===== src/rtl/ssr_pkg.sv =====
package ssr_pkg;
  localparam int VID_W = 6;
  localparam int REF_W = 8;

  localparam logic [1:0] MODE_W6    = 2'd0;
  localparam logic [1:0] MODE_N5_25 = 2'd1;

  typedef enum logic [2:0] {
    S_IDLE, S_DELAY, S_RAMP, S_RUN, S_NLWAIT, S_OFF, S_OVLAT
  } seq_state_e;

  typedef enum logic [1:0] {R_CLR, R_INC, R_LOAD, R_HOLD} ref_op_e;

  // True for a code that requests the no-load shutdown.
  function automatic logic vid_is_off(input logic [1:0] mode,
                                      input logic [VID_W-1:0] vid);
    if (mode == MODE_W6) return (vid[5:1] == 5'h1F);
    return (vid[4:0] == 5'h1F);
  endfunction

  // Target reference in 12.5 mV LSBs.
  function automatic logic [REF_W-1:0] vid_target(input logic [1:0] mode,
                                                  input logic [VID_W-1:0] vid);
    logic [5:0] inv6;
    logic [4:0] inv5;
    inv6 = 6'd63 - vid;
    inv5 = 5'd31 - vid[4:0];
    if (mode == MODE_W6)    return {1'b0, inv6, 1'b0};
    if (mode == MODE_N5_25) return {2'b00, inv5, 1'b0};
    return {1'b0, inv5, 2'b00};
  endfunction
endpackage


===== src/rtl/ssr_tick.sv =====
module ssr_tick #(
  parameter int CNT_W = 5
) (
  input  logic             clk,
  input  logic             rst_n,
  input  logic             clr,
  input  logic [CNT_W-1:0] lim,
  output logic             hit
);
  logic [CNT_W-1:0] cnt_q;

  assign hit = (cnt_q == lim);

  always_ff @(posedge clk or negedge rst_n) begin
    if (!rst_n)          cnt_q <= '0;
    else if (clr || hit) cnt_q <= '0;
    else                 cnt_q <= cnt_q + 1'b1;
  end
endmodule


===== src/rtl/ssr_ref.sv =====
module ssr_ref
  import ssr_pkg::*;
(
  input  logic             clk,
  input  logic             rst_n,
  input  ref_op_e          op,
  input  logic [REF_W-1:0] tgt,
  output logic [REF_W-1:0] ref_q
);
  always_ff @(posedge clk or negedge rst_n) begin
    if (!rst_n) ref_q <= '0;
    else begin
      case (op)
        R_CLR:   ref_q <= '0;
        R_INC:   ref_q <= ref_q + 1'b1;
        R_LOAD:  ref_q <= tgt;
        default: ref_q <= ref_q;
      endcase
    end
  end
endmodule


===== src/rtl/ssr_fsm.sv =====
module ssr_fsm
  import ssr_pkg::*;
#(
  parameter int DLY_CYC  = 16,
  parameter int STEP_CYC = 16,
  parameter int CNT_W    = 5
) (
  input  logic             clk,
  input  logic             rst_n,
  input  logic             en,
  input  logic             off_code,
  input  logic             fb_above,
  input  logic             ov_fault,
  input  logic             hit,
  input  logic [REF_W-1:0] tgt,
  input  logic [REF_W-1:0] ref_q,
  output seq_state_e       st_q,
  output logic             clr,
  output logic [CNT_W-1:0] lim,
  output ref_op_e          op,
  output logic             drv_q
);
  localparam logic [CNT_W-1:0] DLY_LIM  = CNT_W'(DLY_CYC - 1);
  localparam logic [CNT_W-1:0] STEP_LIM = CNT_W'(STEP_CYC - 1);
  localparam logic [CNT_W-1:0] NL_LIM   = CNT_W'(1);

  seq_state_e st_n;
  logic [REF_W:0] ref_p1;
  logic reach, drv_n;

  assign ref_p1 = {1'b0, ref_q} + 1'b1;
  assign reach  = (ref_q >= tgt) || (hit && (ref_p1 >= {1'b0, tgt}));

  always_comb begin
    st_n = st_q;
    if (!en) st_n = S_IDLE;
    else if (st_q == S_IDLE) st_n = off_code ? S_OFF : S_DELAY;
    else if (st_q == S_OVLAT) st_n = S_OVLAT;
    else if (ov_fault) st_n = S_OVLAT;
    else begin
      case (st_q)
        S_DELAY:  if (off_code) st_n = S_NLWAIT; else if (hit) st_n = S_RAMP;
        S_RAMP:   if (off_code) st_n = S_NLWAIT; else if (reach) st_n = S_RUN;
        S_RUN:    if (off_code) st_n = S_NLWAIT;
        S_NLWAIT: if (hit) st_n = S_OFF;
        S_OFF:    if (!off_code) st_n = S_DELAY;
        default:  st_n = S_IDLE;
      endcase
    end
  end

  always_comb begin
    case (st_n)
      S_RAMP:   op = (st_q == S_RAMP && hit) ? R_INC : R_HOLD;
      S_RUN:    op = R_LOAD;
      S_NLWAIT: op = R_HOLD;
      default:  op = R_CLR;
    endcase
  end

  always_comb begin
    case (st_n)
      S_RUN:    drv_n = 1'b1;
      S_RAMP:   drv_n = drv_q || (st_q == S_RAMP && !fb_above);
      S_NLWAIT: drv_n = drv_q;
      default:  drv_n = 1'b0;
    endcase
  end

  always_comb begin
    case (st_q)
      S_DELAY: lim = DLY_LIM;
      S_RAMP:  lim = STEP_LIM;
      default: lim = NL_LIM;
    endcase
  end

  assign clr = (st_n != st_q);

  always_ff @(posedge clk or negedge rst_n) begin
    if (!rst_n) begin
      st_q  <= S_IDLE;
      drv_q <= 1'b0;
    end else begin
      st_q  <= st_n;
      drv_q <= drv_n;
    end
  end
endmodule


===== src/rtl/softstart_seq.sv =====
module softstart_seq
  import ssr_pkg::*;
#(
  parameter int DLY_CYC  = 16,
  parameter int STEP_CYC = 16
) (
  input  logic             clk,
  input  logic             rst_n,
  input  logic             en,
  input  logic [VID_W-1:0] vid,
  input  logic [1:0]       mode,
  input  logic             fb_above,
  input  logic             ov_fault,
  output logic [REF_W-1:0] ref_code,
  output logic             drv_en,
  output logic             pwm_en,
  output logic             ov_sd_sel,
  output logic             ss_done
);
  localparam int MAXC  = (DLY_CYC > STEP_CYC) ? DLY_CYC : STEP_CYC;
  localparam int CNT_W = $clog2(MAXC + 1);

  seq_state_e       st_q;
  ref_op_e          op;
  logic [REF_W-1:0] tgt, ref_q;
  logic [CNT_W-1:0] lim;
  logic             off_code, hit, clr, drv_q;
  logic             step_evt;

  assign tgt      = vid_target(mode, vid);
  assign off_code = vid_is_off(mode, vid);
  assign step_evt = hit && (st_q == S_RAMP);

  ssr_tick #(.CNT_W(CNT_W)) u_tick (
    .clk(clk), .rst_n(rst_n), .clr(clr), .lim(lim), .hit(hit)
  );

  ssr_fsm #(.DLY_CYC(DLY_CYC), .STEP_CYC(STEP_CYC), .CNT_W(CNT_W)) u_fsm (
    .clk(clk), .rst_n(rst_n), .en(en), .off_code(off_code),
    .fb_above(fb_above), .ov_fault(ov_fault), .hit(hit), .tgt(tgt),
    .ref_q(ref_q), .st_q(st_q), .clr(clr), .lim(lim), .op(op), .drv_q(drv_q)
  );

  ssr_ref u_ref (
    .clk(clk), .rst_n(rst_n), .op(op), .tgt(tgt), .ref_q(ref_q)
  );

  assign ref_code  = ref_q;
  assign drv_en    = drv_q;
  assign pwm_en    = (st_q == S_DELAY) || (st_q == S_RAMP) ||
                     (st_q == S_RUN)   || (st_q == S_NLWAIT);
  assign ov_sd_sel = (st_q == S_OFF);
  assign ss_done   = (st_q == S_RUN);
endmodule


===== config.mk =====
export PLATFORM = sky130hd
export DESIGN_NAME = softstart_seq
export DESIGN_NICKNAME = d
export VERILOG_FILES = /design/src/rtl/ssr_pkg.sv /design/src/rtl/ssr_tick.sv /design/src/rtl/ssr_ref.sv /design/src/rtl/ssr_fsm.sv /design/src/rtl/softstart_seq.sv
export SDC_FILE = /design/constraint.sdc
export NUM_CORES = 1
export LEC_CHECK = 0
export ABC_AREA = 1
export BUFFER_PORTS_ARGS = -buffer_cell sky130_fd_sc_hd__buf_4
export CORE_MARGIN = 1.5
export CORE_UTILIZATION = 60
export CTS_BUF_LIST = sky130_fd_sc_hd__clkbuf_4 sky130_fd_sc_hd__clkbuf_8
export DETAILED_ROUTE_END_ITERATION = 8
export PLACE_DENSITY = 0.93
export SLEW_MARGIN = 20
export SYNTH_ARGS = -nofsm -noshare
export SYNTH_HDL_FRONTEND = slang
export SYNTH_HIERARCHICAL = 1
export SYNTH_SLANG_ARGS = --single-unit

===== constraint.sdc =====
create_clock -name clk -period 4.7 [get_ports clk]
set_input_delay 0.94 -clock clk [delete_from_list [all_inputs] [get_ports clk]]
set_output_delay 0.94 -clock clk [all_outputs]
set_load 0.01 [all_outputs]

==> flow_summary.yaml <==
cells_and_area:
  postLayoutCoreUtil: 0.7163
  drive_gt1_frac: 0.1610
  fin_nets: 359
  area_delta_synth_final_pct: 12.23
  fillCellCount: 231
  antenna_cells: 0
global_routing:
  grt_max_degree: 18
  antenna_found_initial: 0
  grt-ovfl-total: 0
  grt_pass1_vias: 1739
  grt_usage: 0.2711
  grt_pass1_wl_um: 7486
die:
  die-area_um2: 3626
  rows: 20
  die_y_um: 60.22
  chipWidth_um: 60.22
  coreArea_um2: 3078
  num_io_pins: 25
  start_util: 0.6382
clocking:
  clockRootBuffer: "clkbuf_4"
  cts_resized: 0
  cts_tree: "yes"
  clk_latency_ns: 0.30
  numCtsBuffers: 3
  cts-htree-levels: 1
  holdBufCountCts: 0
  clockBufferDepth: 2
  clk_pin_slew_ns: 0.10
  post-cts-setup-buffers: 0
  clock-sinks: 17
setup_path:
  cp-end-kind: "flip-flop"
  reg2reg_from: "u_ref/ref_q[2]"
  r2r_end: "u_ref/ref_q[1]"
  cp.required_ns: 4.89
  reg2regPathDepth: 24
  critPathMostFrequentCell: "nand2_1"
  crit_path_top_delay_cell: "ha_1"
  crit_fanout: 8
  r2r_setup_slack_ns: 1.17
  startpoint: "mode[1]"
  startpoint_type: "input pin"
  criticalPathCategory: "in -> reg"
  setup.worst_path.end: "u_ref/ref_q[1]"
  max_stage_delay_ns: 0.32
  critical_path_arrival_ns: 3.79
route:
  totalWireLength_um: 4429
  vias: 1898
  routedWlPerCell_um: 12.07
  drt-vias-per-instance: 5.172
  dr.pass1.iters: 4
  drc_errors: 0
  drt.antenna.violating_nets: 0
  drt_iter0_drc: 99
yosys:
  synth_compound_area_frac: 0.1140
  async_flop_share: 1.000
  synth_top_family_by_area: "simple AND/OR/NAND/NOR gates"
  synth.most_common_cell: "nand2_1"
  syn_avg_cell_area_um2: 6.636
  synth_ff_type: "dfrtp_1"
  synth_cell_types: 36
  synthSimpleGateAreaFrac: 0.3490
  syn_inst: 296
  ys_seq_elements: 17
  synth.top_cells.by_count: "79 x nand2_1, 49 x inv_1, 23 x nor2_1, 22 x ha_1, 19 x nand3_1"
  yosys_warnings: 6
  synth_adder_area_share: 0.1401
  ys_seq_area_frac: 0.2166
  syn_area_um2: 1964
  yosys.area_share.xor_xnor: 0.05350
  synth_top_area_cell: "dfrtp_1"
  yosysTopAreaCellShare: 0.2166
  synth_area_leaders: "dfrtp_1 22%, nand2_1 15%, ha_1 14%"
  synthMuxAreaShare: 0
  synth_edf_count: 0
sta:
  fin_crit_ns: 3.594
  max_freq_mhz: 278.2
  final-setup-viol-count: 0
  setup_slack_ns: 1.106
  slew_violations: 0
  setup_tns_ns: 0
  fin_crit_sh: 0.7647
  rsz0062_at_grt: "no"
  finalClockSkew_ns: 0.002655
  hold_viol_final: 0
placement:
  numPortBuffers: 24
  dp_hpwl_um: 3512
  gp_congestion: 0.8918
  dp_slack_ns: 0.8269
pwr:
  p_per_area_nw_per_um2: 486.7
  p_leak_uw: 0.001203
  total_power_uw: 1073
  peakVddDrop_mv: 0.5826
run:
  drv_cap: 0
status:
  status: "complete, no violations"
min_path:
  min_path_type: "in -> async"
[power by group]
group          switching, µW  internal, µW  total [µW]
clock network           48.6          31.7        80.3
registers               84.2           183         267
logic                    441           284         726
total                    574           499        1070
[state kept, by name, summed over array words and instances, names as in the netlist]
| name | count |
|---|---|
| u_fsm/st_q | 3 |
| u_tick/cnt_q | 5 |
| u_fsm/drv_q | 1 |
| u_ref/ref_q | 8 |
[stage by stage]
step / hold WS (ns) / cell area [µm²] / cells
after global placement: 0.4910 / 2177 / 363
final: 0.4864 / 2205 / 367
after CTS: 0.4797 / 2205 / 367
after global routing: 0.4812 / 2205 / 367
after floorplan: 0.4683 / 1979 / 300
after detailed placement: 0.5241 / 2177 / 363
[critical path, delay by kind of cell]
kind	cells	cell delay, ns
and+or+nand+nor	17	1.32
AOI/OAI and AO/OA	3	0.55
adders and majority gates	2	0.63
buffers and inverters	4	0.35
[cell type report]
class	count	area, µm²	area share
multi-input cells	225	1316	0.5970
flip-flops and latches	17	425.4	0.1930
inverters	53	200.2	0.09081
repair buffers	24	180.2	0.08173
well taps	44	55.05	0.02497
clock buffers	3	22.52	0.01022
clock inverters	1	5.005	0.002270
[metal layers]
layer  global-route usage  vias up  wire, µm
met1               0.3543      838      1995
met3              0.04545       10       235
met4              0.09206        0        63
li1                     -      981         -
met2               0.4503       69      2136
met5                    0        -         0
[cell usage in the layout (no fill, tap or decap), drive strengths merged, types with 7 or more instances in the layout]
cell / count
nand2: 84
inv: 52
nor2: 30
buf: 24
ha: 22
nand3: 22
dfrtp: 17
o21ai: 14
a21oi: 9
xor2: 8
conb: 7
[cell families after synthesis]
family | after synthesis
fa+ha+maj | 22
flops | 17
compound gates | 36
other cells | 3
buf+inv | 58
simple gates | 148
xor+xnor | 12
[how the worst min path moves through the flow]
stage                       to
6_report       u_tick/cnt_q[0]
4_1_cts        u_tick/cnt_q[0]
3_5_place_dp   u_tick/cnt_q[0]
2_1_floorplan  u_tick/cnt_q[0]
3_3_place_gp   u_tick/cnt_q[0]
5_1_grt        u_tick/cnt_q[1]
Note: power is estimated with default switching activity, not from simulation.
